--- src/rtl/pcls_pkg.sv ---
package pcls_pkg;

  typedef enum logic [2:0] {
    MODE_IDLE      = 3'd0,
    MODE_BYTE_EVEN = 3'd1,
    MODE_BYTE_ODD  = 3'd2,
    MODE_WORD      = 3'd3,
    MODE_ODD_ONLY  = 3'd4
  } lane_mode_e;

  typedef struct packed {
    lane_mode_e mode;
    logic       is_rd;
    logic       is_wr;
    logic       attr;
    logic       en_even;
    logic       en_odd;
  } access_t;

endpackage

--- src/rtl/pcls_decode.sv ---
module pcls_decode
  import pcls_pkg::*;
(
  input  logic    even_en_n,
  input  logic    odd_en_n,
  input  logic    a0,
  input  logic    oe_n,
  input  logic    we_n,
  input  logic    attr_sel_n,
  output access_t acc
);

  logic rd_q;
  logic wr_q;
  lane_mode_e mode;

  assign rd_q = !oe_n && we_n;
  assign wr_q = !we_n && oe_n;

  always_comb begin
    mode = MODE_IDLE;
    if (rd_q || wr_q) begin
      unique case ({even_en_n, odd_en_n})
        2'b01:   mode = a0 ? MODE_BYTE_ODD : MODE_BYTE_EVEN;
        2'b00:   mode = MODE_WORD;
        2'b10:   mode = MODE_ODD_ONLY;
        default: mode = MODE_IDLE;
      endcase
    end
  end

  always_comb begin
    acc.mode    = mode;
    acc.is_rd   = rd_q && (mode != MODE_IDLE);
    acc.is_wr   = wr_q && (mode != MODE_IDLE);
    acc.attr    = !attr_sel_n;
    acc.en_even = (mode == MODE_BYTE_EVEN) || (mode == MODE_WORD);
    acc.en_odd  = (mode == MODE_BYTE_ODD) || (mode == MODE_WORD) ||
                  (mode == MODE_ODD_ONLY);
  end

endmodule

--- src/rtl/pcls_chipsel.sv ---
module pcls_chipsel #(
  parameter int IDX_W     = 4,
  parameter int MAX_PAIRS = 10,
  parameter int CNT_W     = 4
) (
  input  logic [IDX_W-1:0]     idx_raw,
  input  logic [CNT_W-1:0]     cfg_pairs,
  input  logic                 sel_lo,
  input  logic                 sel_hi,
  output logic [MAX_PAIRS-1:0] cs_lo,
  output logic [MAX_PAIRS-1:0] cs_hi
);

  localparam int CMP_W = (IDX_W > CNT_W) ? IDX_W + 1 : CNT_W + 1;

  function automatic logic [IDX_W-1:0] smear_down(input logic [IDX_W-1:0] v);
    logic [IDX_W-1:0] r;
    r = v;
    for (int s = 1; s < IDX_W; s = s * 2) begin
      r = r | (r >> s);
    end
    return r;
  endfunction

  logic [IDX_W-1:0] pairs_m1;
  logic [IDX_W-1:0] wrap_mask;
  logic [IDX_W-1:0] idx;
  logic             in_range;

  assign pairs_m1  = IDX_W'(cfg_pairs) - IDX_W'(1);
  assign wrap_mask = smear_down(pairs_m1);
  assign idx       = idx_raw & wrap_mask;
  assign in_range  = CMP_W'(idx) < CMP_W'(cfg_pairs);

  for (genvar p = 0; p < MAX_PAIRS; p++) begin : g_pair
    logic hit;
    assign hit      = in_range && (idx == IDX_W'(p));
    assign cs_lo[p] = hit && sel_lo;
    assign cs_hi[p] = hit && sel_hi;
  end

endmodule

--- src/rtl/pcls_rsteer.sv ---
module pcls_rsteer
  import pcls_pkg::*;
(
  input  logic        clk,
  input  logic        rst,
  input  lane_mode_e  s1_mode,
  input  logic        s1_rd,
  input  logic        s1_attr,
  input  logic [15:0] array_rdata,
  input  logic [7:0]  attr_rdata,
  output logic [15:0] host_rdata,
  output logic        lo_oe,
  output logic        hi_oe
);

  logic [7:0] even_src;
  logic [7:0] odd_src;

  assign even_src = s1_attr ? attr_rdata : array_rdata[7:0];
  assign odd_src  = s1_attr ? 8'h00      : array_rdata[15:8];

  always_ff @(posedge clk) begin
    if (rst) begin
      host_rdata <= '0;
      lo_oe      <= 1'b0;
      hi_oe      <= 1'b0;
    end else begin
      host_rdata <= '0;
      lo_oe      <= 1'b0;
      hi_oe      <= 1'b0;
      if (s1_rd) begin
        unique case (s1_mode)
          MODE_BYTE_EVEN: begin
            lo_oe            <= 1'b1;
            host_rdata[7:0]  <= even_src;
          end
          MODE_BYTE_ODD: begin
            lo_oe            <= 1'b1;
            host_rdata[7:0]  <= odd_src;
          end
          MODE_WORD: begin
            lo_oe            <= 1'b1;
            hi_oe            <= 1'b1;
            host_rdata       <= {odd_src, even_src};
          end
          MODE_ODD_ONLY: begin
            hi_oe            <= 1'b1;
            host_rdata[15:8] <= odd_src;
          end
          default: begin
            lo_oe <= 1'b0;
          end
        endcase
      end
    end
  end

  assert_idle_quiet_R1: assert property (@(posedge clk) disable iff (rst)
    (s1_mode == MODE_IDLE) |=> (!lo_oe && !hi_oe));

  assert_lane_latency_R12: assert property (@(posedge clk) disable iff (rst)
    (lo_oe || hi_oe) |-> $past(s1_rd));

endmodule

--- src/rtl/pccard_lane_steer.sv ---
module pccard_lane_steer
  import pcls_pkg::*;
#(
  parameter int ADDR_W    = 22,
  parameter int DEV_AW    = 17,
  parameter int MAX_PAIRS = 10,
  parameter int CNT_W     = 4,
  parameter int ATTR_AW   = 11
) (
  input  logic                 clk,
  input  logic                 rst,
  input  logic                 host_even_en_n,
  input  logic                 host_odd_en_n,
  input  logic                 host_oe_n,
  input  logic                 host_we_n,
  input  logic                 host_attr_sel_n,
  input  logic [ADDR_W-1:0]    host_addr,
  input  logic [15:0]          host_wdata,
  output logic [15:0]          host_rdata,
  output logic                 host_lo_oe,
  output logic                 host_hi_oe,
  output logic                 host_wait_n,
  output logic                 host_bstat1,
  output logic                 host_bstat2,
  input  logic                 wp_in,
  input  logic [CNT_W-1:0]     cfg_pairs,
  output logic [DEV_AW-1:0]    array_addr,
  output logic [MAX_PAIRS-1:0] array_cs_lo,
  output logic [MAX_PAIRS-1:0] array_cs_hi,
  output logic                 array_rd,
  output logic                 array_wr,
  output logic [15:0]          array_wdata,
  input  logic [15:0]          array_rdata,
  output logic [ATTR_AW-1:0]   attr_addr,
  output logic                 attr_cs,
  output logic                 attr_rd,
  output logic                 attr_wr,
  output logic [7:0]           attr_wdata,
  input  logic [7:0]           attr_rdata
);

  localparam int IDX_W = ADDR_W - DEV_AW - 1;

  access_t              acc;
  logic [MAX_PAIRS-1:0] cs_lo_d;
  logic [MAX_PAIRS-1:0] cs_hi_d;
  logic                 arr_go;
  logic                 attr_go;
  lane_mode_e           s1_mode;
  logic                 s1_rd;
  logic                 s1_attr;

  assign host_wait_n = 1'b1;
  assign host_bstat1 = 1'b1;
  assign host_bstat2 = 1'b1;

  pcls_decode u_decode (
    .even_en_n  (host_even_en_n),
    .odd_en_n   (host_odd_en_n),
    .a0         (host_addr[0]),
    .oe_n       (host_oe_n),
    .we_n       (host_we_n),
    .attr_sel_n (host_attr_sel_n),
    .acc        (acc)
  );

  assign arr_go  = !acc.attr && (acc.is_rd || acc.is_wr);
  assign attr_go =  acc.attr && (acc.is_rd || acc.is_wr);

  pcls_chipsel #(
    .IDX_W     (IDX_W),
    .MAX_PAIRS (MAX_PAIRS),
    .CNT_W     (CNT_W)
  ) u_chipsel (
    .idx_raw   (host_addr[ADDR_W-1:DEV_AW+1]),
    .cfg_pairs (cfg_pairs),
    .sel_lo    (arr_go && acc.en_even),
    .sel_hi    (arr_go && acc.en_odd),
    .cs_lo     (cs_lo_d),
    .cs_hi     (cs_hi_d)
  );

  always_ff @(posedge clk) begin
    if (rst) begin
      array_addr  <= '0;
      array_cs_lo <= '0;
      array_cs_hi <= '0;
      array_rd    <= 1'b0;
      array_wr    <= 1'b0;
      array_wdata <= '0;
      attr_addr   <= '0;
      attr_cs     <= 1'b0;
      attr_rd     <= 1'b0;
      attr_wr     <= 1'b0;
      attr_wdata  <= '0;
      s1_mode     <= MODE_IDLE;
      s1_rd       <= 1'b0;
      s1_attr     <= 1'b0;
    end else begin
      array_addr  <= host_addr[DEV_AW:1];
      array_cs_lo <= cs_lo_d;
      array_cs_hi <= cs_hi_d;
      array_rd    <= arr_go && acc.is_rd;
      array_wr    <= arr_go && acc.is_wr && !wp_in;
      array_wdata <= {(acc.mode == MODE_BYTE_ODD) ? host_wdata[7:0] : host_wdata[15:8],
                      host_wdata[7:0]};
      attr_addr   <= host_addr[ATTR_AW:1];
      attr_cs     <= attr_go;
      attr_rd     <= attr_go && acc.is_rd;
      attr_wr     <= attr_go && acc.is_wr && acc.en_even;
      attr_wdata  <= host_wdata[7:0];
      s1_mode     <= acc.mode;
      s1_rd       <= acc.is_rd;
      s1_attr     <= acc.attr;
    end
  end

  pcls_rsteer u_rsteer (
    .clk         (clk),
    .rst         (rst),
    .s1_mode     (s1_mode),
    .s1_rd       (s1_rd),
    .s1_attr     (s1_attr),
    .array_rdata (array_rdata),
    .attr_rdata  (attr_rdata),
    .host_rdata  (host_rdata),
    .lo_oe       (host_lo_oe),
    .hi_oe       (host_hi_oe)
  );

  assert_standby_R1: assert property (@(posedge clk) disable iff (rst)
    (host_even_en_n && host_odd_en_n) |=> (!array_rd && !array_wr && !attr_cs));

  assert_attr_excl_R6: assert property (@(posedge clk) disable iff (rst)
    attr_cs |-> (array_cs_lo == '0 && array_cs_hi == '0));

  assert_no_clash_R7: assert property (@(posedge clk) disable iff (rst)
    !(array_rd && array_wr));

  assert_cs_onehot_R8: assert property (@(posedge clk) disable iff (rst)
    $onehot0(array_cs_lo) && $onehot0(array_cs_hi));

  assert_wp_block_R10: assert property (@(posedge clk) disable iff (rst)
    wp_in |=> !array_wr);

endmodule

--- config.mk ---
export PLATFORM = sky130hd
export DESIGN_NAME = pccard_lane_steer
export DESIGN_NICKNAME = d
export VERILOG_FILES = /design/src/rtl/pcls_pkg.sv /design/src/rtl/pcls_decode.sv /design/src/rtl/pcls_chipsel.sv /design/src/rtl/pcls_rsteer.sv /design/src/rtl/pccard_lane_steer.sv
export SDC_FILE = /design/constraint.sdc
export NUM_CORES = 1
export LEC_CHECK = 0
export BUFFER_PORTS_ARGS = -buffer_cell sky130_fd_sc_hd__buf_4
export CORE_MARGIN = 4
export CORE_UTILIZATION = 43
export CTS_CLUSTER_DIAMETER = 100
export DETAILED_ROUTE_END_ITERATION = 16
export PLACE_DENSITY = 0.87
export SLEW_MARGIN = 20
export SYNTH_ARGS = -nofsm -noshare
export SYNTH_HDL_FRONTEND = slang
export SYNTH_SLANG_ARGS = --single-unit
--- constraint.sdc ---
create_clock -name clk -period 3.3 [get_ports clk]
set_input_delay 0.66 -clock clk [delete_from_list [all_inputs] [get_ports clk]]
set_output_delay 0.66 -clock clk [all_outputs]
set_load 0.005 [all_outputs]
==> flow_metrics.py <==
metrics = {
    "outcome": {
        "status": "finished clean",
    },
    "pwr": {
        "powerDensity_nw_per_um2": 466,
        "power_mw": 2.02,
        "vdd_ir_drop_max_mv": 0.319,
        "power.static_leakage_nw": 2.07,
    },
    "layout": {
        "fill_cells": 535,
        "nets": 536,
        "area.growth.synth_to_final_pct": 46.9,
        "ff_latch_area_um2": 1620,
        "n_antenna_cell": 0,
        "drive_gt1_share_pct": 41.8,
        "final_cells": 536,
        "multi_input_area_um2": 1090,
        "finish.instance_area_um2": 4350,
    },
    "synthesis": {
        "synth_cell_types": 41,
        "yosysWarnings": 0,
        "synth_area_per_cell_um2": 9.77,
        "synth_area_um2": 2960,
        "ys_seq_elements": 81,
        "synth_most_common_cell": "dfxtp_1",
        "netlist.area_leader.share_pct": 54.8,
        "yosysTopAreaCell": "dfxtp_1",
        "synth_area_leaders": "dfxtp_1 55%, nor2_1 6.1%, nor2b_1 5.9%",
        "async_flop_share_pct": 0,
        "synthFlopType": "dfxtp_1",
        "synth_cells": 303,
        "synth_edf_count": 0,
        "seq_area_frac_synth_pct": 54.8,
        "synth_commonest_cells": "81 x dfxtp_1, 48 x nor2_1, 28 x nor2b_1",
    },
    "floorplanning": {
        "num_rows": 29,
        "pin_count": 172,
        "dieArea_um2": 8270,
        "fp.dieW_um": 91.0,
        "start_util_pct": 45.3,
        "die_h_um": 91.0,
        "core_um2": 6530,
    },
    "critical_path": {
        "critPathKind": "in -> reg",
        "arrival_ns": 3.10,
        "reg2reg_slack_ns": 1.54,
        "slowest_delay_ns": 0.38,
        "r2r-end": "u_rsteer.host_rdata[0]$_SDFF_PP0_",
        "path_cells": "buf_4, inv_1, ha_1, and2_1, a21oi_4, o31ai_1, inv_1, ha_1, nor2b_1, o211ai_1, nand2b_1, or3_1, nor2_1",
        "crit_buf_inv": 3,
        "r2r_start": "s1_mode[1]$_SDFF_PP0_",
        "crit_fanout": 5,
        "ff2ff_path_depth": 5,
        "slowest_stage": "or3_1",
        "crit_required_ns": 3.57,
        "cp-end-kind": "flip-flop",
        "path_delay_family": "simple AND/OR/NAND/NOR gates",
        "cp-start-kind": "input pin",
    },
    "global_routing": {
        "grt_pass1_wl_um": 12200,
        "grt_pass1_vias": 2442,
        "grt_max_degree": 42,
        "grt_antenna_before_repair": 0,
        "grt.total_usage_pct": 18.3,
        "grt_overflow": 0,
    },
    "timing": {
        "drv_slew": 0,
        "rsz0062_at_grt": "false",
        "finalHoldViolCount": 0,
        "max_freq_mhz": 353,
        "period_needed_ns": 2.83,
        "clock_skew_ns": 0.0118,
        "max_slew.worst_pin.slew_ns": 1.01,
        "slew_headroom_pct": 32.7,
        "fin_setup_tns_ns": 0,
        "setup_viol": 0,
        "period_share_pct": 85.9,
    },
    "clocking": {
        "htreeDepth": 3,
        "clock_latency_ns": 0.35,
        "cts_buffer_depth": 2,
        "cts_made_buffers": 9,
        "cts-root-buf": "clkbuf_8",
        "post_cts_buffers": 0,
        "hold_buffers": 0,
        "cts_tree": "done",
        "cts.clk_slew.worst_paths_ns": 0.08,
        "cts_resized": 0,
        "clock-sinks": 81,
    },
    "place": {
        "dpl-instance-area_um2": 4140,
        "hpwlAfterDp_um": 6210,
        "placed_cells": 521,
        "gp_congestion": 0.877,
        "io_buffers": 168,
    },
    "drt": {
        "wl_um": 7820,
        "detail_route.wl_per_cell_um": 14.6,
        "first_pass_iters": 4,
        "drt_iter0_markers": 61,
        "drcViolationCount": 0,
        "post_drt_via_cell_ratio": 4.77,
        "vias": 2558,
        "ant_nets": 0,
    },
    "worst_hold_path": {
        "hold_start": "wp_in",
        "hold_path.class": "in -> reg",
        "holdPathStages": 2,
        "hold_end": "array_wr$_SDFF_PP0_",
    },
    "run": {
        "drv_cap": 0,
    },
}
==> power breakdown <==
part	switching [mW]	total, mW	internal, mW	leakage, nW
clock network	0.343	0.766	0.422	0.102
logic	0.104	0.242	0.139	1.30
registers	0.0140	1.02	1.00	0.662
total	0.461	2.02	1.56	2.07
==> placed cells by master, fill, tap and decap left out, types with 3 or more instances in the layout <==
cell type	netlist	final
a21oi_1	3	3
a31oi_1	9	9
nand2_1	11	11
conb_1	1	3
nand3_1	4	4
inv_1	14	14
o21ai_0	3	3
clkbuf_8	0	9
dfxtp_1	81	81
nor2b_1	28	28
or3_1	3	3
and2_1	9	9
a22oi_1	8	8
nor3_1	9	9
ha_1	7	7
nor2_1	48	48
buf_4	22	170
mux2i_1	8	8
==> flip-flops by register name (all words and copies together), names as in the netlist, 3 cells and up <==
name and flops:
array_cs_lo 10, s1_mode 3, array_cs_hi 10, array_addr 17, u_rsteer.host_rdata 16, array_wdata 16
==> worst reg2reg max path: stages, from the launching register on <==
cell     delay (ns)
dfxtp_1        0.37
nor3b_1        0.83
a22oi_1        0.20
nor2_1         0.16
a31oi_1        0.05
nor2_1         0.10
==> how the worst max path moves through the flow <==
| stage | from | cells after the start | to | slack, ns |
|---|---|---|---|---|
| after floorplan | cfg_pairs[1] | 12 | array_cs_hi[4]$_SDFF_PP0_ | 0.53 |
| after global placement | cfg_pairs[0] | 13 | array_cs_hi[4]$_SDFF_PP0_ | 0.25 |
| after detailed placement | cfg_pairs[1] | 13 | array_cs_hi[4]$_SDFF_PP0_ | 0.16 |
| after CTS | cfg_pairs[1] | 13 | array_cs_hi[4]$_SDFF_PP0_ | 0.53 |
| after global routing | cfg_pairs[1] | 13 | array_cs_hi[4]$_SDFF_PP0_ | 0.33 |
| final | cfg_pairs[1] | 13 | array_cs_hi[4]$_SDFF_PP0_ | 0.47 |
==> layer usage <==
layer	vias to the layer above	GRT usage, %	wire, um
li1	1279	-	-
met1	1155	20.1	3080
met2	116	33.8	4050
met3	8	4.55	598
met4	0	6.66	89
met5	-	0	0
==> cell type report <==
class                           count  area share, %
Sequential cell                    81           37.3
Timing Repair Buffer              170           29.4
Multi-Input combinational cell    178           25.0
Tap cell                           77           2.22
Clock inverter                      5           1.87
Inverter                           15           1.29
Clock buffer                       10           2.94
==> per-stage QoR <==
stage                     hold WS (ns)  setup slack, ns  utilization, %
after floorplan                  0.465            0.531               -
after global placement           0.496            0.248            63.4
after detailed placement         0.500            0.163            63.4
after CTS                        0.472            0.526            66.6
after global routing             0.479            0.327            66.6
final                            0.484            0.467            66.6
==> cells by family (layout without fill, tap and decap cells) <==
family                   Yosys count  in the layout  synth area share (%)
AO/OA/AOI/OAI                     35             35                  8.71
adder cells (fa/ha/maj)            7              7                  2.96
buffers and inverters             46            200                  8.67
flip-flops                        81             81                  54.8
multiplexers                       8              8                  2.71
other                              1              3                 0.127
AND/OR/NAND/NOR                  125            125                  22.0
(Power assumes the default switching activity.)
